==> src/rtl/normshift_pkg.sv <==
package normshift_pkg;

  typedef enum logic {
    MODE_LZ   = 1'b0,
    MODE_SIGN = 1'b1
  } shift_mode_e;

  localparam int DEF_DATA_W = 32;

endpackage

==> src/rtl/normshift_prep.sv <==
module normshift_prep
  import normshift_pkg::*;
#(
  parameter int W = DEF_DATA_W
) (
  input  logic        [W-1:0] operand,
  input  shift_mode_e         mode,
  output logic        [W-1:0] vec,
  output logic                vec_zero
);

  logic flip;

  // signed mode folds negative values onto positive ones
  assign flip     = (mode == MODE_SIGN) && operand[W-1];
  assign vec      = flip ? ~operand : operand;
  assign vec_zero = (vec == '0);

endmodule

==> src/rtl/normshift_lzc.sv <==
module normshift_lzc #(
  parameter  int W  = 32,
  localparam int LV = $clog2(W),
  localparam int CW = LV + 1
) (
  input  logic [W-1:0]  vec,
  output logic [CW-1:0] count
);

  // node j of level k covers bits [j*2^k +: 2^k]; child 2j+1 is the upper half
  for (genvar k = 1; k <= LV; k++) begin : g_lvl
    localparam int N = W >> k;
    logic [N-1:0]        any;
    logic [N-1:0][k-1:0] pos;
    for (genvar j = 0; j < N; j++) begin : g_node
      if (k == 1) begin : g_leaf
        assign any[j] = vec[2*j+1] | vec[2*j];
        assign pos[j] = ~vec[2*j+1];
      end else begin : g_inner
        logic hi_any;
        logic lo_any;
        logic [k-2:0] hi_pos;
        logic [k-2:0] lo_pos;
        assign hi_any = g_lvl[k-1].any[2*j+1];
        assign lo_any = g_lvl[k-1].any[2*j];
        assign hi_pos = g_lvl[k-1].pos[2*j+1];
        assign lo_pos = g_lvl[k-1].pos[2*j];
        assign any[j] = hi_any | lo_any;
        assign pos[j] = hi_any ? {1'b0, hi_pos} : {1'b1, lo_pos};
      end
    end
  end

  logic          root_any;
  logic [LV-1:0] root_pos;

  assign root_any = g_lvl[LV].any[0];
  assign root_pos = g_lvl[LV].pos[0];
  assign count    = root_any ? {1'b0, root_pos} : CW'(W);

endmodule

==> src/rtl/normshift_amount.sv <==
module normshift_amount
  import normshift_pkg::*;
#(
  parameter  int W  = DEF_DATA_W,
  localparam int CW = $clog2(W) + 1
) (
  input  shift_mode_e         mode,
  input  logic       [CW-1:0] count,
  output logic       [CW-1:0] amount
);

  // after folding, the sign bit is always zero in signed mode,
  // so count >= 1 there and the subtraction cannot wrap
  function automatic logic [CW-1:0] to_amount(input shift_mode_e m,
                                              input logic [CW-1:0] c);
    if (m == MODE_SIGN) return c - CW'(1);
    else                return c;
  endfunction

  assign amount = to_amount(mode, count);

endmodule

==> src/rtl/normshift_top.sv <==
module normshift_top
  import normshift_pkg::*;
#(
  parameter  int W  = DEF_DATA_W,
  localparam int CW = $clog2(W) + 1
) (
  input  logic          clk,
  input  logic          rst,
  input  logic          in_valid,
  input  logic          in_mode,
  input  logic [W-1:0]  in_operand,
  output logic          out_valid,
  output logic [CW-1:0] out_amount
);

  shift_mode_e   mode_sel;
  logic [W-1:0]  norm_vec;
  logic          vec_zero;
  logic [CW-1:0] lzc_count;
  logic [CW-1:0] next_amount;

  assign mode_sel = shift_mode_e'(in_mode);

  normshift_prep #(.W(W)) u_prep (
    .operand  (in_operand),
    .mode     (mode_sel),
    .vec      (norm_vec),
    .vec_zero (vec_zero)
  );

  normshift_lzc #(.W(W)) u_lzc (
    .vec   (norm_vec),
    .count (lzc_count)
  );

  normshift_amount #(.W(W)) u_amt (
    .mode   (mode_sel),
    .count  (lzc_count),
    .amount (next_amount)
  );

  always_ff @(posedge clk) begin
    if (rst) begin
      out_valid  <= 1'b0;
      out_amount <= '0;
    end else begin
      out_valid <= in_valid;
      if (in_valid) out_amount <= next_amount;
    end
  end

endmodule

==> config.mk <==
export PLATFORM = sky130hd
export DESIGN_NAME = normshift_top
export DESIGN_NICKNAME = d
export VERILOG_FILES = /design/src/rtl/normshift_pkg.sv /design/src/rtl/normshift_prep.sv /design/src/rtl/normshift_lzc.sv /design/src/rtl/normshift_amount.sv /design/src/rtl/normshift_top.sv
export SDC_FILE = /design/constraint.sdc
export NUM_CORES = 1
export LEC_CHECK = 0
export BUFFER_PORTS_ARGS = -buffer_cell sky130_fd_sc_hd__buf_2
export CAP_MARGIN = 20
export CORE_MARGIN = 10
export CORE_UTILIZATION = 37
export DETAILED_ROUTE_END_ITERATION = 10
export PLACE_DENSITY = 0.71
export REMOVE_ABC_BUFFERS = 1
export SLEW_MARGIN = 20
export SYNTH_ARGS = -nofsm -noshare
export SYNTH_HDL_FRONTEND = slang
export SYNTH_HIERARCHICAL = 1
export SYNTH_SLANG_ARGS = --single-unit
==> constraint.sdc <==
create_clock -name clk -period 2.8 [get_ports clk]
set_input_delay 0.42 -clock clk [delete_from_list [all_inputs] [get_ports clk]]
set_output_delay 0.42 -clock clk [all_outputs]
set_load 0.05 [all_outputs]
# Yosys cells after proc, flatten, opt, wreduce, memory -nomap -nowiden
# Index checks and enable logic that the tools add are counted.
# classes
n_addsub	1
muxes	18
bitwise	48
n_reduce_logical	1
# op_table
cell	n
$mux 32	1
$not 32->32	1
$or 1x1->1	31
$mux 2	8
$not 1->1	16
$mux 3	4
$mux 6	2
$mux 4	2
$sub 6x1->6 const B	1
$mux 5	1
$logic_and 1x1->1	1
# word_totals
reg_bits	7
in_bits	36
output_inout_bits	7
word_cells	70

# Longest topological paths before layout
# Gate-level depths: netlist of run 1.
# depth
word_depth	10
mapped_depth	15
depth_no_buf	14

# By module
# Netlist of run 1, hierarchy kept.
# by_module_without_submodules
mod	instances	cells_each	area_each_um2	seq_area_each_um2
normshift_prep	1	62	456.7	0.0
normshift_lzc	1	62	435.4	0.0
normshift_top	1	21	240.2	140.1
normshift_amount	1	14	116.4	0.0

# Worst setup path after synthesis of run 1
# Ideal clock, no wire load.
# synth_timing
path_kind	in2reg
from	input in_mode
to	register out_amount[4]
setup_ns	0.116
arrival_time_ns	2.708
required_ns	2.684
slack_ns	-0.023
stages	13
path_buffers	1
cell_sequence	nand2_2 > buf_2 > xnor2_1 > nor4_4 > nand4_2 > o31ai_1 > inv_1 > ha_1 > nand2_1 > nor3_1 > xor2_1 > mux2i_1 > nor2_1
# synth_between
elab_chain_len	10
word_cells_on_any_way	67
cone_classes	add/sub: 1; mux: 18; bitwise: 47; reduce/logical: 1
# synth_lines
element	line	source
start, declared	normshift_top.sv:10	input logic in_mode,
$logic_and 1x1->1 *	normshift_prep.sv:15	assign flip = (mode == MODE_SIGN) && operand[W-1];
$mux 32 *	normshift_prep.sv:16	assign vec = flip ? ~operand : operand;
net norm_vec[22]	normshift_top.sv:17	logic [W-1:0] norm_vec;
$or 1x1->1 *	normshift_lzc.sv:17	assign any[j] = vec[2*j+1] | vec[2*j];
$mux 2 or $or 1x1->1 (tied branches)	normshift_lzc.sv:29, normshift_lzc.sv:28	
$mux 3 or $or 1x1->1 (tied branches)	normshift_lzc.sv:29, normshift_lzc.sv:28	
$mux 4 or $or 1x1->1 (tied branches)	normshift_lzc.sv:29, normshift_lzc.sv:28	
$mux 5 or $or 1x1->1 (tied branches)	normshift_lzc.sv:29, normshift_lzc.sv:28	
$mux 6 *	normshift_lzc.sv:39	assign count = root_any ? {1'b0, root_pos} : CW'(W);
net lzc_count[1]	normshift_top.sv:19	logic [CW-1:0] lzc_count;
$sub 6x1->6 *	normshift_amount.sv:16	if (m == MODE_SIGN) return c - CW'(1);
$mux 6 *	normshift_amount.sv:16	
net next_amount[4]	normshift_top.sv:20	logic [CW-1:0] next_amount;
end signal, assigned	normshift_top.sv:48	if (in_valid) out_amount <= next_amount;
end, declared	normshift_top.sv:13	output logic [CW-1:0] out_amount
# The timed path passes the listed nets; every way through them passes the cells marked *.
# A chain may end at the register's enable or synchronous reset.

# Final worst setup path of run 1
# layout_timing
from	input in_operand[31]
to	register out_amount[5]
# layout_between
elab_chain_len	10
word_cells_on_any_way	68
cone_classes	add/sub: 1; mux: 18; bitwise: 48; reduce/logical: 1
# layout_lines
element	line	source
start, declared	normshift_top.sv:11	input logic [W-1:0] in_operand,
$logic_and 1x1->1 *	normshift_prep.sv:15	
$mux 32 *	normshift_prep.sv:16	
net norm_vec[1]	normshift_top.sv:17	
$or 1x1->1 or $not 1->1 (tied branches)	normshift_lzc.sv:17, normshift_lzc.sv:18	
$or 1x1->1 or $mux 2 (tied branches)	normshift_lzc.sv:28, normshift_lzc.sv:29	
$or 1x1->1 or $mux 3 (tied branches)	normshift_lzc.sv:28, normshift_lzc.sv:29	
$or 1x1->1 or $mux 4 (tied branches)	normshift_lzc.sv:28, normshift_lzc.sv:29	
$or 1x1->1 or $mux 5 (tied branches)	normshift_lzc.sv:28, normshift_lzc.sv:29	
$mux 6 *	normshift_lzc.sv:39	
net lzc_count[0]	normshift_top.sv:19	
$sub 6x1->6 *	normshift_amount.sv:16	
$mux 6 *	normshift_amount.sv:16	
net next_amount[5]	normshift_top.sv:20	
# Marked as above.

==> results of run 1 <==
-- path summary, 6_finish.rpt --
check	slack (ns)	from	depth (start not counted)	to
setup reg to reg	2.20	out_amount[4]	2	out_amount[4]
setup / recovery	0.03	in_operand[31]	16	out_amount[5]
hold reg to reg	0.49	out_amount[3]	2	out_amount[3]
hold / removal	0.41	rst	2	out_valid
-- cells in the final DEF (no fill, tap or decap), types with 2 or more instances in the layout --
cell,count
xnor2_2,2
nor3_1,6
buf_4,43
clkbuf_4,3
a21boi_1,2
o21ai_0,3
mux2i_1,7
nand2_1,5
xnor2_1,26
buf_6,4
inv_1,9
buf_12,2
buf_2,40
xnor2_4,5
clkbuf_16,2
xor2_1,3
nand2_2,2
dfxtp_1,7
nor2_1,16
nor4_2,3
nor2b_1,2
nor4_4,5
a21oi_1,5
-- final cells by class --
type	count	area, sq um
multi-input combinational	113	1050
fill	205	838
timing repair buffer	91	658
sequential	7	140
tap	31	38.8
inverter	9	33.8
clock buffer	4	26.3
-- critical path, delay by kind of cell --
| kind | cells | cell delay [ns] |
|---|---|---|
| AOI/OAI and AO/OA | 2 | 0.20 |
| xor gates and xnor gates | 2 | 0.26 |
| buffers and inverters | 4 | 0.58 |
| muxes | 1 | 0.14 |
| and+or+nand+nor | 7 | 1.31 |
-- flip-flops by register name, summed over array words and instances, names as in the netlist --
name,count
out_amount,6
out_valid,1
-- metal layers --
metal	global-route usage (%)	part of all wire [%]	vias up
met5	0	0	-
met4	3.46	1.9	0
met3	3.32	5.5	8
met2	18.8	54	43
met1	12.2	39	618
li1	-	-	641
-- power groups by stage --
stage	combinational, mW	sequential [mW]	clock, mW
5_1_grt	0.400	0.111	0.100
3_5_place_dp	0.292	0.112	0
2_1_floorplan	0.153	0.137	0
3_3_place_gp	0.281	0.112	0
4_1_cts	0.293	0.110	0.0955
6_report	0.373	0.110	0.0920
-- repair_timing --
item / 4_1_cts / 5_1_grt
endpoints found under the setup margin: 0 / 4
gates resized for setup: 0 / 34
hold endpoints to repair: 0 / 0
setup buffers: 0 / 18
==> impl_results.md, run 1 <==
* VDD IR max at 0.327 mV
* Starting Density at 39.2%
* Slowest Stage Delay on Critical Path at 0.35 ns
* Combinational share of power at 64.9%
* DR pass1 iterations at 4
* Net Switching at 229 uW
* I/O pin count at 43
* Non-filler cells, final at 255
* N_diodes at 0
* Dpl cells at 231
* Seq pwr share at 19.2%
* Cells after Synth at 133
* H-Tree Depth at 1
* Power density of the placed cells at 296 nW/um^2
* Max_cap viols at 0
* Clock Power Share at 16.0%
* CTS root buf: clkbuf_4
* Rel. slew slack at just over 70%
* Vias per cell at 5.14
* Final ANT Viol Nets at 0
* Initial antenna violation count at 0
* DRC viols at 0
* Vias in the first global route at 1237
* Hold Crit Class: in -> reg
* GR Overflow Total at 0
* Final setup margin at 0.0283 ns
* Die width at approximately 74 microns
* Synth Warn # at 6
* Layout cells sized above 1 at 54.5%
* Status: complete, no violations
* # setup viols final at 0
* Worst-Skew Late Latency at ~0.26 ns
* Switching Share at 39.8%
* Synthesized cell area at ~1100 sq um
* Worst endpoint data arrival time at 2.91 ns
* Post-DP HPWL at 2.49 mm
* Crit. End Element: register
* Crit Path Category: in -> reg
* Cell breakdown of the critical path: buf_6 -> nand2_8 -> clkbuf_16 -> buf_12 -> xnor2_4 -> nor4_2 -> nand4_1 -> nor3b_2 -> o221ai_2 -> o211ai_2 -> buf_4 -> nor4b_4 -> nand2_2 -> xnor2_2 -> mux2i_1 -> nor2_1
* LEAKAGE at between 0.9 and 1 nW
* Die height at 74.3 microns
* Clock Sinks at 7
* Tot Pwr at 575 uW
* Slowest-stage cell, CP: nor4_2
* Placed Area at roughly 1500 sq um
* Largest net degree at the start of global routing at 30
* Synth-to-layout area growth at 78.1%
* Final worst-path cycle share at 99.0%
* Core region area at 2780 sq um
* Post-DR wirelength/cell at 15.5 microns
* Num CTS Buffers at 3
* F_max at 0.361 GHz
* TNS Setup at 0 ns
* Global-route wire length before repair at 5.07 mm
* Vias at 1310
* Critical Path RT at about 3 ns
* Final wirelength at 3.95 mm
* Worst Skew at 0 ns
* CP Max Fanout at 8
* Post-CTS Hold Buffers at 0
* Final Core Density at about 70%
* Overall Global Routing Usage at 10.8%
* Crit path launch type: input port
* CTS tree: built
* Worst Tran Pin Value at 0.420 ns
* Worst hold margin at 0.410 ns
* Port Buffers at 42
* Slew Limit Fails at 0
* Num rows at 19
* Final Hold Viols at 0
* CTS Buffer Depth at 2
* GP Congestion at between 0.8 and 0.9
* Pint at between 300 and 400 uW
* Final nets at 262
* Dpl ws at -0.185 ns
* Iter 0 DRT Violations at 32
* Final instance area at 1940 sq um
* Synth Area per Inst at 8.20 sq um
* Min Tclk post-route at 2.77 ns
* CTS clk-pin slew, worst paths at 0.05 ns
* Die area at 5520 sq um
Note: power is estimated with default switching activity, not from simulation.
==> run 2, diff against run 1 <==
--- a/config.mk
+++ b/config.mk
@@ -10,7 +10,6 @@
 export CORE_MARGIN = 10
 export CORE_UTILIZATION = 37
 export DETAILED_ROUTE_END_ITERATION = 10
-export PLACE_DENSITY = 0.71
 export REMOVE_ABC_BUFFERS = 1
 export SLEW_MARGIN = 20
 export SYNTH_ARGS = -nofsm -noshare
==> impl_results.md, run 2 (synthesis results as in run 1) <==
* Final ANT Viol Nets at 0
* CTS Buffer Depth at 2
* F_max at 0.387 GHz
* Crit Path Category: in -> reg
* Final worst-path cycle share at 92.3%
* Largest register FFs at 6
* Slew Limit Fails at 0
* Power density of the placed cells at about 310 nW/um^2
* Hold Crit Class: in -> reg
* Post-DR wirelength/cell at 12.3 microns
* Worst hold margin at 0.416 ns
* DR pass1 iterations at 3
* Most flops, register: out_amount
* Die height at 74.3 microns
* H-Tree Depth at 1
* Combinational share of power at between 50% and 60%
* Post-DP HPWL at between 2 and 3 mm
* N_diodes at 0
* Num rows at 19
* Die area at ~5500 sq um
* Pint at 297 uW
* Critical Path RT at 2.95 ns
* Die width at 74.3 microns
* Seq pwr share at about 22%
* Max_cap viols at 0
* Final Hold Viols at 0
* CP Max Fanout at 17
* Vias in the first global route at 1286
* Core region area at roughly 2800 sq um
* Worst-Skew Late Latency at around 0.25 ns
* Min Tclk post-route at 2.59 ns
* Starting Density at 39.2%
* Rel. slew slack at 67.8%
* Status: complete, no violations
* Overall Global Routing Usage at between 10% and 20%
* CTS tree: built
* Crit. End Element: register
* # setup viols final at 0
* Worst Tran Pin Value at 0.483 ns
* GR Overflow Total at 0
* CTS clk-pin slew, worst paths at 0.05 ns
* Biggest registers after layout: out_amount: 6 flops, out_valid: 1 flops
* Vias at 1151
* Net Switching at 196 uW
* DRC viols at 0
* Vias per cell at 4.92
* Most common cell after layout, fill and taps aside: buf_2
* Crit path launch type: input port
* Num CTS Buffers at 3
* Clock Power Share at a little under a fifth
* LEAKAGE at slightly above 0.7 nW
* Final nets at 241
* GP Congestion at between 0.7 and 0.8
* Worst Skew at 0 ns
* Post-CTS Hold Buffers at 0
* Final wirelength at 2.87 mm
* Largest net degree at the start of global routing at 18
* I/O pin count at 43
* Clock Sinks at 7
* Global-route wire length before repair at around 5 mm
* Final setup margin at 0.215 ns
* Port Buffers at 42
* Iter 0 DRT Violations at 6
* Switching Share at between 30% and 40%
* Synth-to-layout area growth at 44.3%
* Dpl ws at -0.162 ns
* Initial antenna violation count at 0
* Worst endpoint data arrival time at 2.73 ns
* Layout cells sized above 1 at 44.3%
* CTS root buf: clkbuf_4
* VDD IR max at 0.254 mV
* Most frequent cells in the layout: buf_2 (42), xnor2_1 (33), buf_4 (27), nor2_1 (16), inv_1 (9)
==> run 2: cell count changes in the layout (fill, tap and decap cells not counted), sizes merged <==
cell / delta
buf: -19
clkbuf: -2
==> run 2: per-layer routing <==
layer  part of all wire, %  GRT usage, %
met1                    38          10.1
met2                    54          22.3
met3                   5.6          2.39
met4                   2.3          5.08
met5                     0             0
==> run 2: what timing repair did <==
item                                    in CTS  in global routing
buffers inserted                             0                  0
resized for setup                            0                  3
endpoints found under the setup margin       0                  5
==> run 2: final cells by class <==
type,instances,area (sq um)
Clock buffer,4,26.3
Tap cell,31,38.8
Multi-Input combinational cell,113,902
Inverter,9,33.8
Sequential cell,7,140
Fill cell,281,1210
Timing Repair Buffer,70,433
==> run 2: path summary, 6_finish.rpt <==
check	endpoint	startpoint	cells after the start	slack, ns
max	out_amount[2]	in_mode	16	0.21
min	out_valid	rst	2	0.42
max reg2reg	out_amount[2]	out_amount[2]	2	2.20
min reg2reg	out_amount[1]	out_amount[1]	2	0.50
==> run 2: power groups by stage <==
stage	logic, mW	clock network [mW]	registers [mW]
2_1_floorplan	0.153	0	0.137
5_1_grt	0.319	0.103	0.111
3_3_place_gp	0.281	0	0.112
3_5_place_dp	0.291	0	0.112
6_report	0.291	0.0922	0.110
4_1_cts	0.292	0.0966	0.110
==> run 2: worst max-delay path, stage by stage <==
cell	delay [ns]
buf_2	0.10
nand2_2	0.10
buf_12	0.18
xnor2_1	0.21
nor4_4	0.39
nand4_1	0.16
nor3b_2	0.19
o221ai_2	0.06
o211ai_2	0.16
inv_1	0.09
ha_1	0.14
nand2_1	0.08
buf_4	0.14
xnor2_1	0.11
mux2i_1	0.14
nor2_1	0.05
==> run 2: per-stage QoR <==
stage / area [sq um] / instances / power [mW] / utilization (%) / setup TNS (ns)
floorplan: 1060 / 129 / 0.291 / - / -0.805
global placement: 1540 / 230 / 0.393 / 55.2 / -0.198
detailed placement: 1540 / 230 / 0.403 / 55.2 / -0.657
CTS: 1560 / 234 / 0.498 / 56.2 / 0
global route: 1570 / 234 / 0.533 / 56.6 / -0.0172
finish: 1570 / 234 / 0.493 / 56.6 / 0
